--- config.mk ---
export PLATFORM = sky130hd
export DESIGN_NAME = aln_mem_seq
export DESIGN_NICKNAME = d
export VERILOG_FILES = /design/src/rtl/aln_seq_pkg.sv /design/src/rtl/aln_addr_gen.sv /design/src/rtl/aln_lane_steer.sv /design/src/rtl/aln_ctrl.sv /design/src/rtl/aln_mem_seq.sv
export SDC_FILE = /design/constraint.sdc
export NUM_CORES = 1
export LEC_CHECK = 0
export CAP_MARGIN = 20
export CORE_MARGIN = 2
export CORE_UTILIZATION = 50
export DETAILED_ROUTE_END_ITERATION = 8
export PLACE_DENSITY = 0.87
export SETUP_SLACK_MARGIN = 0.1
export SLEW_MARGIN = 25
export SYNTH_ARGS = -nofsm -noshare
export SYNTH_HDL_FRONTEND = slang
export SYNTH_SLANG_ARGS = --single-unit
--- constraint.sdc ---
create_clock -name clk -period 5.2 [get_ports clk]
set_clock_uncertainty 0.05 [all_clocks]
set_input_delay 1.04 -clock clk [delete_from_list [all_inputs] [get_ports clk]]
set_output_delay 1.04 -clock clk [all_outputs]
set_load 0.03 [all_outputs]
--- src/rtl/aln_seq_pkg.sv ---
package aln_seq_pkg;
    localparam int SEG_W      = 16;
    localparam int OFF_W      = 16;
    localparam int SEG_SHIFT  = 4;
    localparam int PA_W       = 20;
    localparam int DW         = 16;
    localparam int LANES      = DW / 8;
    localparam int WA_W       = PA_W - 1;

    typedef enum logic [1:0] {
        ST_IDLE   = 2'd0,
        ST_FIRST  = 2'd1,
        ST_SECOND = 2'd2
    } seq_state_e;

    typedef struct packed {
        logic            write;
        logic            word;
        logic [PA_W-1:0] pa;
        logic [DW-1:0]   wdata;
    } seq_req_t;

    function automatic logic [PA_W-1:0] phys_addr(input logic [SEG_W-1:0] seg,
                                                  input logic [OFF_W-1:0] off);
        logic [PA_W-1:0] s, o;
        s = PA_W'({seg, {SEG_SHIFT{1'b0}}});
        o = PA_W'(off);
        return s + o;
    endfunction

    function automatic logic [LANES-1:0] lane_mask(input logic word,
                                                   input logic odd,
                                                   input logic second);
        if (second)          return 2'b01;
        else if (odd)        return 2'b10;
        else if (word)       return 2'b11;
        else                 return 2'b01;
    endfunction
endpackage

--- src/rtl/aln_addr_gen.sv ---
module aln_addr_gen
    import aln_seq_pkg::*;
(
    input  logic [SEG_W-1:0] seg,
    input  logic [OFF_W-1:0] off,
    input  logic [PA_W-1:0]  pa_q,
    input  logic             second,
    output logic [PA_W-1:0]  pa_new,
    output logic [PA_W-1:0]  bus_addr
);
    logic [WA_W-1:0] word_idx;

    always_comb begin
        pa_new   = phys_addr(seg, off);
        // the next aligned word index wraps naturally in WA_W bits
        word_idx = second ? (pa_q[PA_W-1:1] + WA_W'(1)) : pa_q[PA_W-1:1];
        bus_addr = {word_idx, 1'b0};
    end
endmodule

--- src/rtl/aln_lane_steer.sv ---
module aln_lane_steer
    import aln_seq_pkg::*;
(
    input  logic             active,
    input  logic             word,
    input  logic             odd,
    input  logic             second,
    input  logic [DW-1:0]    wdata,
    input  logic [DW-1:0]    rdata,
    input  logic [7:0]       low_kept,
    output logic [LANES-1:0] be,
    output logic [DW-1:0]    lane_wdata,
    output logic [DW-1:0]    result
);
    always_comb begin
        be = active ? lane_mask(word, odd, second) : '0;

        if (word && !odd)  lane_wdata = wdata;
        else if (second)   lane_wdata = {wdata[15:8], wdata[15:8]};
        else               lane_wdata = {wdata[7:0],  wdata[7:0]};

        if (word && !odd)  result = rdata;
        else if (word)     result = {rdata[7:0], low_kept};
        else if (odd)      result = {8'h00, rdata[15:8]};
        else               result = {8'h00, rdata[7:0]};
    end

    // r5_/r6_: a byte cycle enables exactly one lane
    always_comb begin
        if (active && !word) begin
            a_byte_onehot_r5: assert ($onehot(be));
        end
    end
endmodule

--- src/rtl/aln_ctrl.sv ---
module aln_ctrl
    import aln_seq_pkg::*;
(
    input  logic       clk,
    input  logic       rst,
    input  logic       req_valid,
    input  logic       bus_ready,
    input  logic       split,
    output seq_state_e state,
    output logic       accept,
    output logic       to_second,
    output logic       finish,
    output logic       done
);
    seq_state_e state_d;
    logic       hs;

    always_comb begin
        accept    = (state == ST_IDLE) && req_valid;
        hs        = (state != ST_IDLE) && bus_ready;
        to_second = hs && (state == ST_FIRST) && split;
        finish    = hs && !to_second;
        state_d   = state;
        if (accept)         state_d = ST_FIRST;
        else if (to_second) state_d = ST_SECOND;
        else if (finish)    state_d = ST_IDLE;
    end

    always_ff @(posedge clk) begin
        if (rst) begin
            state <= ST_IDLE;
            done  <= 1'b0;
        end else begin
            state <= state_d;
            done  <= finish;
        end
    end

    p_done_single_r8: assert property (@(posedge clk) disable iff (rst)
        done |=> !done);

    p_second_only_split_r4: assert property (@(posedge clk) disable iff (rst)
        (state == ST_SECOND) |-> split);

    p_second_after_first_r4: assert property (@(posedge clk) disable iff (rst)
        (state == ST_SECOND) |-> ($past(state) == ST_FIRST) || ($past(state) == ST_SECOND));
endmodule

--- src/rtl/aln_mem_seq.sv ---
module aln_mem_seq
    import aln_seq_pkg::*;
(
    input  logic             clk,
    input  logic             rst,
    input  logic             req_valid,
    input  logic             req_write,
    input  logic             req_word,
    input  logic [SEG_W-1:0] req_seg,
    input  logic [OFF_W-1:0] req_off,
    input  logic [DW-1:0]    req_wdata,
    output logic [DW-1:0]    rd_data,
    output logic             done,
    output logic             bus_req,
    output logic             bus_we,
    output logic [PA_W-1:0]  bus_addr,
    output logic [LANES-1:0] bus_be,
    output logic [DW-1:0]    bus_wdata,
    input  logic [DW-1:0]    bus_rdata,
    input  logic             bus_ready
);
    seq_state_e      state;
    seq_req_t        req_q;
    logic            accept, to_second, finish;
    logic            split, second;
    logic [PA_W-1:0] pa_new;
    logic [7:0]      low_kept_q;
    logic [DW-1:0]   result;

    assign split   = req_q.word && req_q.pa[0];
    assign second  = (state == ST_SECOND);
    assign bus_req = (state != ST_IDLE);
    assign bus_we  = bus_req && req_q.write;

    aln_ctrl u_ctrl (
        .clk       (clk),
        .rst       (rst),
        .req_valid (req_valid),
        .bus_ready (bus_ready),
        .split     (split),
        .state     (state),
        .accept    (accept),
        .to_second (to_second),
        .finish    (finish),
        .done      (done)
    );

    aln_addr_gen u_addr (
        .seg      (req_seg),
        .off      (req_off),
        .pa_q     (req_q.pa),
        .second   (second),
        .pa_new   (pa_new),
        .bus_addr (bus_addr)
    );

    aln_lane_steer u_lane (
        .active     (bus_req),
        .word       (req_q.word),
        .odd        (req_q.pa[0]),
        .second     (second),
        .wdata      (req_q.wdata),
        .rdata      (bus_rdata),
        .low_kept   (low_kept_q),
        .be         (bus_be),
        .lane_wdata (bus_wdata),
        .result     (result)
    );

    always_ff @(posedge clk) begin
        if (rst) begin
            req_q      <= '0;
            low_kept_q <= '0;
            rd_data    <= '0;
        end else begin
            if (accept)
                req_q <= '{write: req_write, word: req_word, pa: pa_new, wdata: req_wdata};
            if (to_second)
                low_kept_q <= bus_rdata[15:8];
            if (finish && !req_q.write)
                rd_data <= result;
        end
    end

    p_hold_wait_r7: assert property (@(posedge clk) disable iff (rst)
        (bus_req && !bus_ready) |=> bus_req && $stable(bus_addr) && $stable(bus_be)
                                    && $stable(bus_we) && $stable(bus_wdata));

    p_next_word_r10: assert property (@(posedge clk) disable iff (rst)
        (to_second) |=> (bus_addr == $past(bus_addr) + PA_W'(2)));

    p_busy_ignore_r9: assert property (@(posedge clk) disable iff (rst)
        bus_req |=> $stable(req_q));

    p_even_bus_addr_r2: assert property (@(posedge clk) disable iff (rst)
        bus_req |-> !bus_addr[0]);

    p_read_hold_r8: assert property (@(posedge clk) disable iff (rst)
        !done |-> $stable(rd_data));
endmodule

==> results of run 1 <==
==> final timing paths <==
check,endpoint,slack [ns],cells after the start
worst min-delay path,rd_data[11],0.40,2
worst min register to register,rd_data[11],0.40,2
worst max register to register,low_kept_q[3],2.76,4
worst max-delay path,bus_wdata[7],1.00,4
==> worst max-delay path: cells and delay by family (launching register included) <==
kind                   cells  cell delay [ns]
buffers and inverters      2             0.74
DFF                        1             0.93
muxes                      1             0.43
AOI/OAI and AO/OA          1             0.66
==> metal layers <==
layer  vias up  global-route usage, %  share of wire, %
li1       1802                      -                 -
met1      1681                  28.00                41
met2       119                  46.05                51
met3        22                  5.342               5.2
met4         0                  10.26               2.5
met5         -                      0                 0
==> area by class of cell <==
class / instances / area [um2]
clock buffers: 11 / 141.4
clock inverters: 5 / 55.05
fillers: 585 / 2064
inverters: 3 / 11.26
multi-input cells: 361 / 2292
flip-flops and latches: 65 / 1301
well taps: 99 / 123.9
repair buffers: 127 / 1264
==> per-stage QoR <==
step / hold WS, ns / power, mW / setup WS (ns) / cells
2_1_floorplan: 0.3924 / 0.7686 / 2.391 / 458
3_3_place_gp: 0.3917 / 0.8993 / 1.463 / 655
4_1_cts: 0.4048 / 1.332 / 1.025 / 671
3_5_place_dp: 0.3965 / 0.9096 / 1.403 / 655
5_1_grt: 0.4138 / 1.389 / 0.8577 / 671
6_report: 0.4003 / 1.330 / 1.002 / 671
==> where the power goes <==
| group | internal [mW] | switching (mW) | leakage, nW |
|---|---|---|---|
| sequential | 0.524 | 0.0314 | 0.531 |
| clock | 0.233 | 0.195 | 0.0953 |
| combinational | 0.166 | 0.181 | 1.35 |
==> cell families after synthesis <==
| logic type | count (synthesis) | share of synthesized area, % |
|---|---|---|
| xor+xnor | 31 | 7.279 |
| buf+inv | 32 | 3.656 |
| flops | 65 | 34.89 |
| compound gates | 97 | 16.71 |
| other cells | 1 | 0.1005 |
| fa+ha+maj | 14 | 4.898 |
| simple gates | 176 | 20.36 |
| mux | 42 | 12.11 |
==> cell usage in the layout (no fill, tap or decap), drive strengths merged, types with 7 or more instances in the layout <==
cell type and n:
dfxtp 65, nand3 16, clkdlybuf4s50 124, xor2 11, o21ai 7, mux2i 17, nand2 104, ha 13
nor2 29, a21oi 58, mux2 25, o211ai 9, a211oi 7, xnor2 20, clkbuf 11
==> flip-flops by register name (all words and copies together), names as in the netlist <==
| register | flops |
|---|---|
| rd_data | 16 |
| req_q | 38 |
| u_ctrl.state | 2 |
| low_kept_q | 8 |
| u_ctrl.done | 1 |
==> run_results.csv, run 1 <==
group,metric,value,unit
yosys,synth-edff-count,0,
global_route,grt_pass1_wl,16750,um
placed_design,place_area,4992,um2
setup_path,crit_fanout,21,
setup_path,critPathLaunchType,"flop",
final_layout,diodes,0,
global_route,antenna_found_initial,0,
global_route,grt_pass1_vias,3658,
floorplanning,die_h,90.37,um
hold_path,hp-start,"rd_data[11]",
floorplanning,rows,31,
clock_network,postCtsHoldBufs,0,
yosys,synth-seq-cells,65,
drt,ant_nets,0,
power,ir_worst_vdd,0.1662,mV
setup_path,crit_type,"flop to output port",
yosys,synth_common_cells,"103 x nand2_1, 65 x dfxtp_1, 56 x a21oi_1",
sta,worst_pin_slew,0.9987,ns
sta,finalCriticalPeriod,4.198,ns
global_route,track_usage,25.07,%
setup_path,cp-end-kind,"output port",
floorplanning,pin_count,127,
setup_path,cp_slowest_stage_delay,0.93,ns
clock_network,clk_path_buf_depth,2,
sta,finalHoldViolations,0,
clock_network,clock_latency,0.34,ns
drt,num_vias,3624,
setup_path,slowest_stage,"dfxtp_1",
clock_network,clock-root-buffer,"clkbuf_8",
sta,final-setup-viol-count,0,
floorplanning,die_w,90.37,um
drt,drc,0,
hold_path,hold_class,"flop to flop",
drt,wl,10180,um
setup_path,critPathRequiredTime,4.11,ns
yosys,async_flop_share,0,%
global_route,grt_max_degree,68,
yosys,avgSynthCellArea,8.144,um2
yosys,ys_seq_area_share,34.89,%
placed_design,hpwl,7682,um
floorplanning,start_util,51.42,%
clock_network,ctsResizeCount,0,
clock_network,htree_num_levels,3,
power,power.leakage,1.976,nW
sta,slew-limit-headroom,33.33,%
yosys,synth_top_area_cell,"dfxtp_1",
yosys,syn-num-nets,542,
yosys,synth.area.top_cells,"dfxtp_1 35%, nand2_1 10%, mux2_2 7.5%",
clock_network,cts-buffers-inserted,9,
yosys,postSynthCellCount,458,
sta,rsz0062_at_grt,"no",
floorplanning,dieArea,8167,um2
clock_network,cts.reportedPaths.clkPinSlew,0.08,ns
placed_design,port_buffers,125,
clock_network,cts_tree,"built",
yosys,synth_top_area_share,34.89,%
yosys,ys_warn_count,0,
drt,drt_iter0_markers,117,
yosys,yosysMostFrequentCell,"nand2_1",
run,max_cap_violations,0,
yosys,synth_top_flop_cell,"dfxtp_1",
power,power_density,256.4,nW/um2
placed_design,gp_congestion,0.8500,
drt,firstDrtPassIters,4,
final_layout,drive_gt1_share,9.615,%
floorplanning,core,7253,um2
setup_path,r2r-start,"req_q[16]",
clock_network,cts_setup_buffers,0,
clock_network,cts.sinks,65,
final_layout,syn_to_final_growth,39.11,%
final_layout,final_core_util,71.54,%
yosys,synth.distinct_cells,49,
sta,max_freq,238.2,MHz
setup_path,worstPathCellList,"inv_1, o21ai_1, mux2_2, clkdlybuf4s50_1",
sta,min_period_over_period,80.73,%
run_status,status,"completed",
global_route,overflow,0,
drt,vias_per_cell,5.401,
final_layout,fin_nets,651,
sta,maxSlewViolCount,0,
drt,post_drt_wl_per_cell,15.17,um
setup_path,critical_path_arrival,3.11,ns
yosys,syn_area,3730,um2
setup_path,setup.worst_path.start,"req_q[36]",
final_layout,final_cell_area,5189,um2
sta,tns,0,ns
(Power assumes the default switching activity.)
==> run 2: changes to the inputs <==
--- a/config.mk
+++ b/config.mk
@@ -7,9 +7,9 @@
 export LEC_CHECK = 0
 export CAP_MARGIN = 20
 export CORE_MARGIN = 2
-export CORE_UTILIZATION = 50
+export CORE_UTILIZATION = 42
 export DETAILED_ROUTE_END_ITERATION = 8
-export PLACE_DENSITY = 0.87
+export PLACE_DENSITY = 0.78
 export SETUP_SLACK_MARGIN = 0.1
 export SLEW_MARGIN = 25
 export SYNTH_ARGS = -nofsm -noshare
==> constraint.sdc (replaced) <==
create_clock -name clk -period 3.8 [get_ports clk]
set_clock_uncertainty 0.05 [all_clocks]
set_input_delay 0.76 -clock clk [delete_from_list [all_inputs] [get_ports clk]]
set_output_delay 0.76 -clock clk [all_outputs]
set_load 0.03 [all_outputs]
==> run_results.csv, run 2 (synthesized netlist as in run 1, its figures left out) <==
group,metric,value,unit
run_status,status,"completed",
sta,holdWs,0.4080,ns
floorplanning,rows,34,
global_route,grt_pass1_wl,16480,um
power,ir_worst_vdd,0.2172,mV
floorplanning,die_w,98.24,um
global_route,track_usage,21.02,%
placed_design,port_buffers,125,
floorplanning,start_util,42.98,%
run,max_cap_violations,0,
sta,rsz0062_at_grt,"no",
clock_network,cts.reportedPaths.clkPinSlew,0.08,ns
global_route,grt_pass1_vias,3546,
sta,slew-limit-headroom,28.95,%
setup_path,critical_path_arrival,2.69,ns
clock_network,clock_latency,0.35,ns
global_route,grt_max_degree,44,
placed_design,hpwl,7717,um
setup_path,crit_buf_inv,1,
power,clkPwrFrac,38.8,%
final_layout,regMostFlops,"req_q",
power,power_density,380.7,nW/um2
sta,worst_pin_slew,1.062,ns
hold_path,hold_class,"flop to flop",
clock_network,cts.sinks,65,
setup_path,critPathRequiredTime,2.99,ns
sta,max_freq,286.1,MHz
setup_path,cp_slowest_stage_delay,0.71,ns
final_layout,diodes,0,
setup_path,worstPathCellList,"nand4b_1, nor2_1, nand4_1, nor2_1, nand2_1, xnor2_1, clkdlybuf4s50_1",
drt,wl,10340,um
placed_design,dp_cells,668,
drt,firstDrtPassIters,4,
placed_design,gp_congestion,0.8430,
clock_network,cts_tree,"built",
final_layout,final_common_cell,"clkdlybuf4s50_1",
sta,finalCriticalPeriod,3.495,ns
drt,num_vias,3599,
setup_path,r2r_slack,1.70,ns
sta,maxSlewViolCount,0,
power,p_int,1.450,mW
final_layout,drive_gt1_share,10.59,%
power,comb_power_share,24.0,%
setup_path,crit_type,"flop to output port",
drt,vias_per_cell,5.262,
placed_design,place_area,5031,um2
floorplanning,pin_count,127,
setup_path,crit_fanout,8,
clock_network,clk_path_buf_depth,2,
global_route,antenna_found_initial,0,
final_layout,final_cell_count_no_fill,684,
setup_path,crit_cells,7,
setup_path,endpoint,"bus_addr[18]",
setup_path,setup.worst_path.start,"u_ctrl.state[0]",
setup_path,crit_top_cell,"nor2_1",
setup_path,critPathLaunchType,"flop",
floorplanning,dieArea,9650,um2
power,power.leakage,2.049,nW
floorplanning,die_h,98.24,um
final_layout,syn_to_final_growth,42.17,%
drt,drt_iter0_markers,117,
drt,ant_nets,0,
setup_path,r2r-end,"rd_data[12]",
final_layout,final_cell_area,5303,um2
clock_network,cts-buffers-inserted,9,
setup_path,slowest_stage,"clkdlybuf4s50_1",
power,power_frac_seq,37.2,%
final_layout,top_regs,"req_q: 38 flops, rd_data: 16 flops, low_kept_q: 8 flops",
global_route,overflow,0,
power,p_sw,0.5691,mW
power,swShare,28.19,%
sta,min_period_over_period,91.99,%
clock_network,htree_num_levels,3,
final_layout,layout_common_cells,"123 x clkdlybuf4s50_1, 103 x nand2_1, 65 x dfxtp_1, 56 x a21oi_1, 29 x nor2_1",
drt,drc,0,
setup_path,cp-end-kind,"output port",
sta,tns,0,ns
power,p_total,2.019,mW
final_layout,nFillCells,777,
setup_path,r2r-start,"u_ctrl.state[0]",
final_layout,largest_register_ffs,38,
setup_path,path_delay_family,"simple AND/OR/NAND/NOR gates",
sta,final-setup-viol-count,0,
final_layout,fin_nets,655,
setup_path,r2r_cells,5,
floorplanning,core,8678,um2
sta,finalHoldViolations,0,
clock_network,clock-root-buffer,"clkbuf_8",
drt,post_drt_wl_per_cell,15.11,um
run 2: cell count changes in the layout (fill, tap and decap cells not counted), moves of 2 or more:
cell	delta
clkinv_4	+2
clkinvlp_4	-2
buf_4	+3
bufinv_16	+3
run 2: worst min-delay path by stage:
stage                      startpoint          end  slack, ns  depth (start not counted)
final                     rd_data[14]  rd_data[14]       0.41                          2
after global routing      rd_data[14]  rd_data[14]       0.44                          2
after CTS                  rd_data[9]   rd_data[9]       0.41                          2
after detailed placement   rd_data[9]   rd_data[9]       0.40                          2
after global placement     rd_data[8]   rd_data[8]       0.39                          2
after floorplan              req_q[0]     req_q[0]       0.39                          2
run 2: stage by stage:
| stage | utilization [%] | setup slack [ns] |
|---|---|---|
| CTS | 61.04 | 0.2033 |
| global placement | 57.97 | 0.6996 |
| finish | 61.10 | 0.3045 |
| floorplan | - | 1.271 |
| global route | 61.10 | 0.1326 |
| detailed placement | 57.97 | 0.5834 |
run 2: power by group through the flow:
stage	Combinational (mW)	Sequential [mW]	Clock (mW)
after CTS	0.486	0.751	0.787
after floorplan	0.287	0.765	0
final	0.484	0.752	0.784
after detailed placement	0.483	0.766	0
after global placement	0.476	0.764	0
after global routing	0.522	0.757	0.818
run 2: tightest hold or removal path: cells and delay by family, from the launching register on:
family,cells,cell delay (ns)
flip-flops,1,0.32
AND/OR/NAND/NOR,1,0.05
AO/OA/AOI/OAI,1,0.05
run 2: area by class of cell:
class / instances / area, um2 / area share (%)
Multi-Input combinational cell: 361 / 2295 / 43.28
Sequential cell: 65 / 1301 / 24.54
Timing Repair Buffer: 131 / 1294 / 24.40
Clock inverter: 7 / 142.6 / 2.690
Tap cell: 108 / 135.1 / 2.548
Clock buffer: 9 / 123.9 / 2.336
Inverter: 3 / 11.26 / 0.2124
run 2: repair_timing:
| item | CTS | global route |
|---|---|---|
| resized for setup | 0 | 2 |
| hold buffers | 0 | 0 |
| buffers inserted | 0 | 0 |
| setup endpoints to repair | 0 | 7 |
run 2: layer usage:
metal | GRT usage [%] | wire length [um] | vias to the layer above
met5 | 0 | 0 | -
met4 | 8.114 | 102 | 0
met3 | 4.868 | 599 | 10
met2 | 37.14 | 5148 | 107
met1 | 24.70 | 4488 | 1679
li1 | - | - | 1803
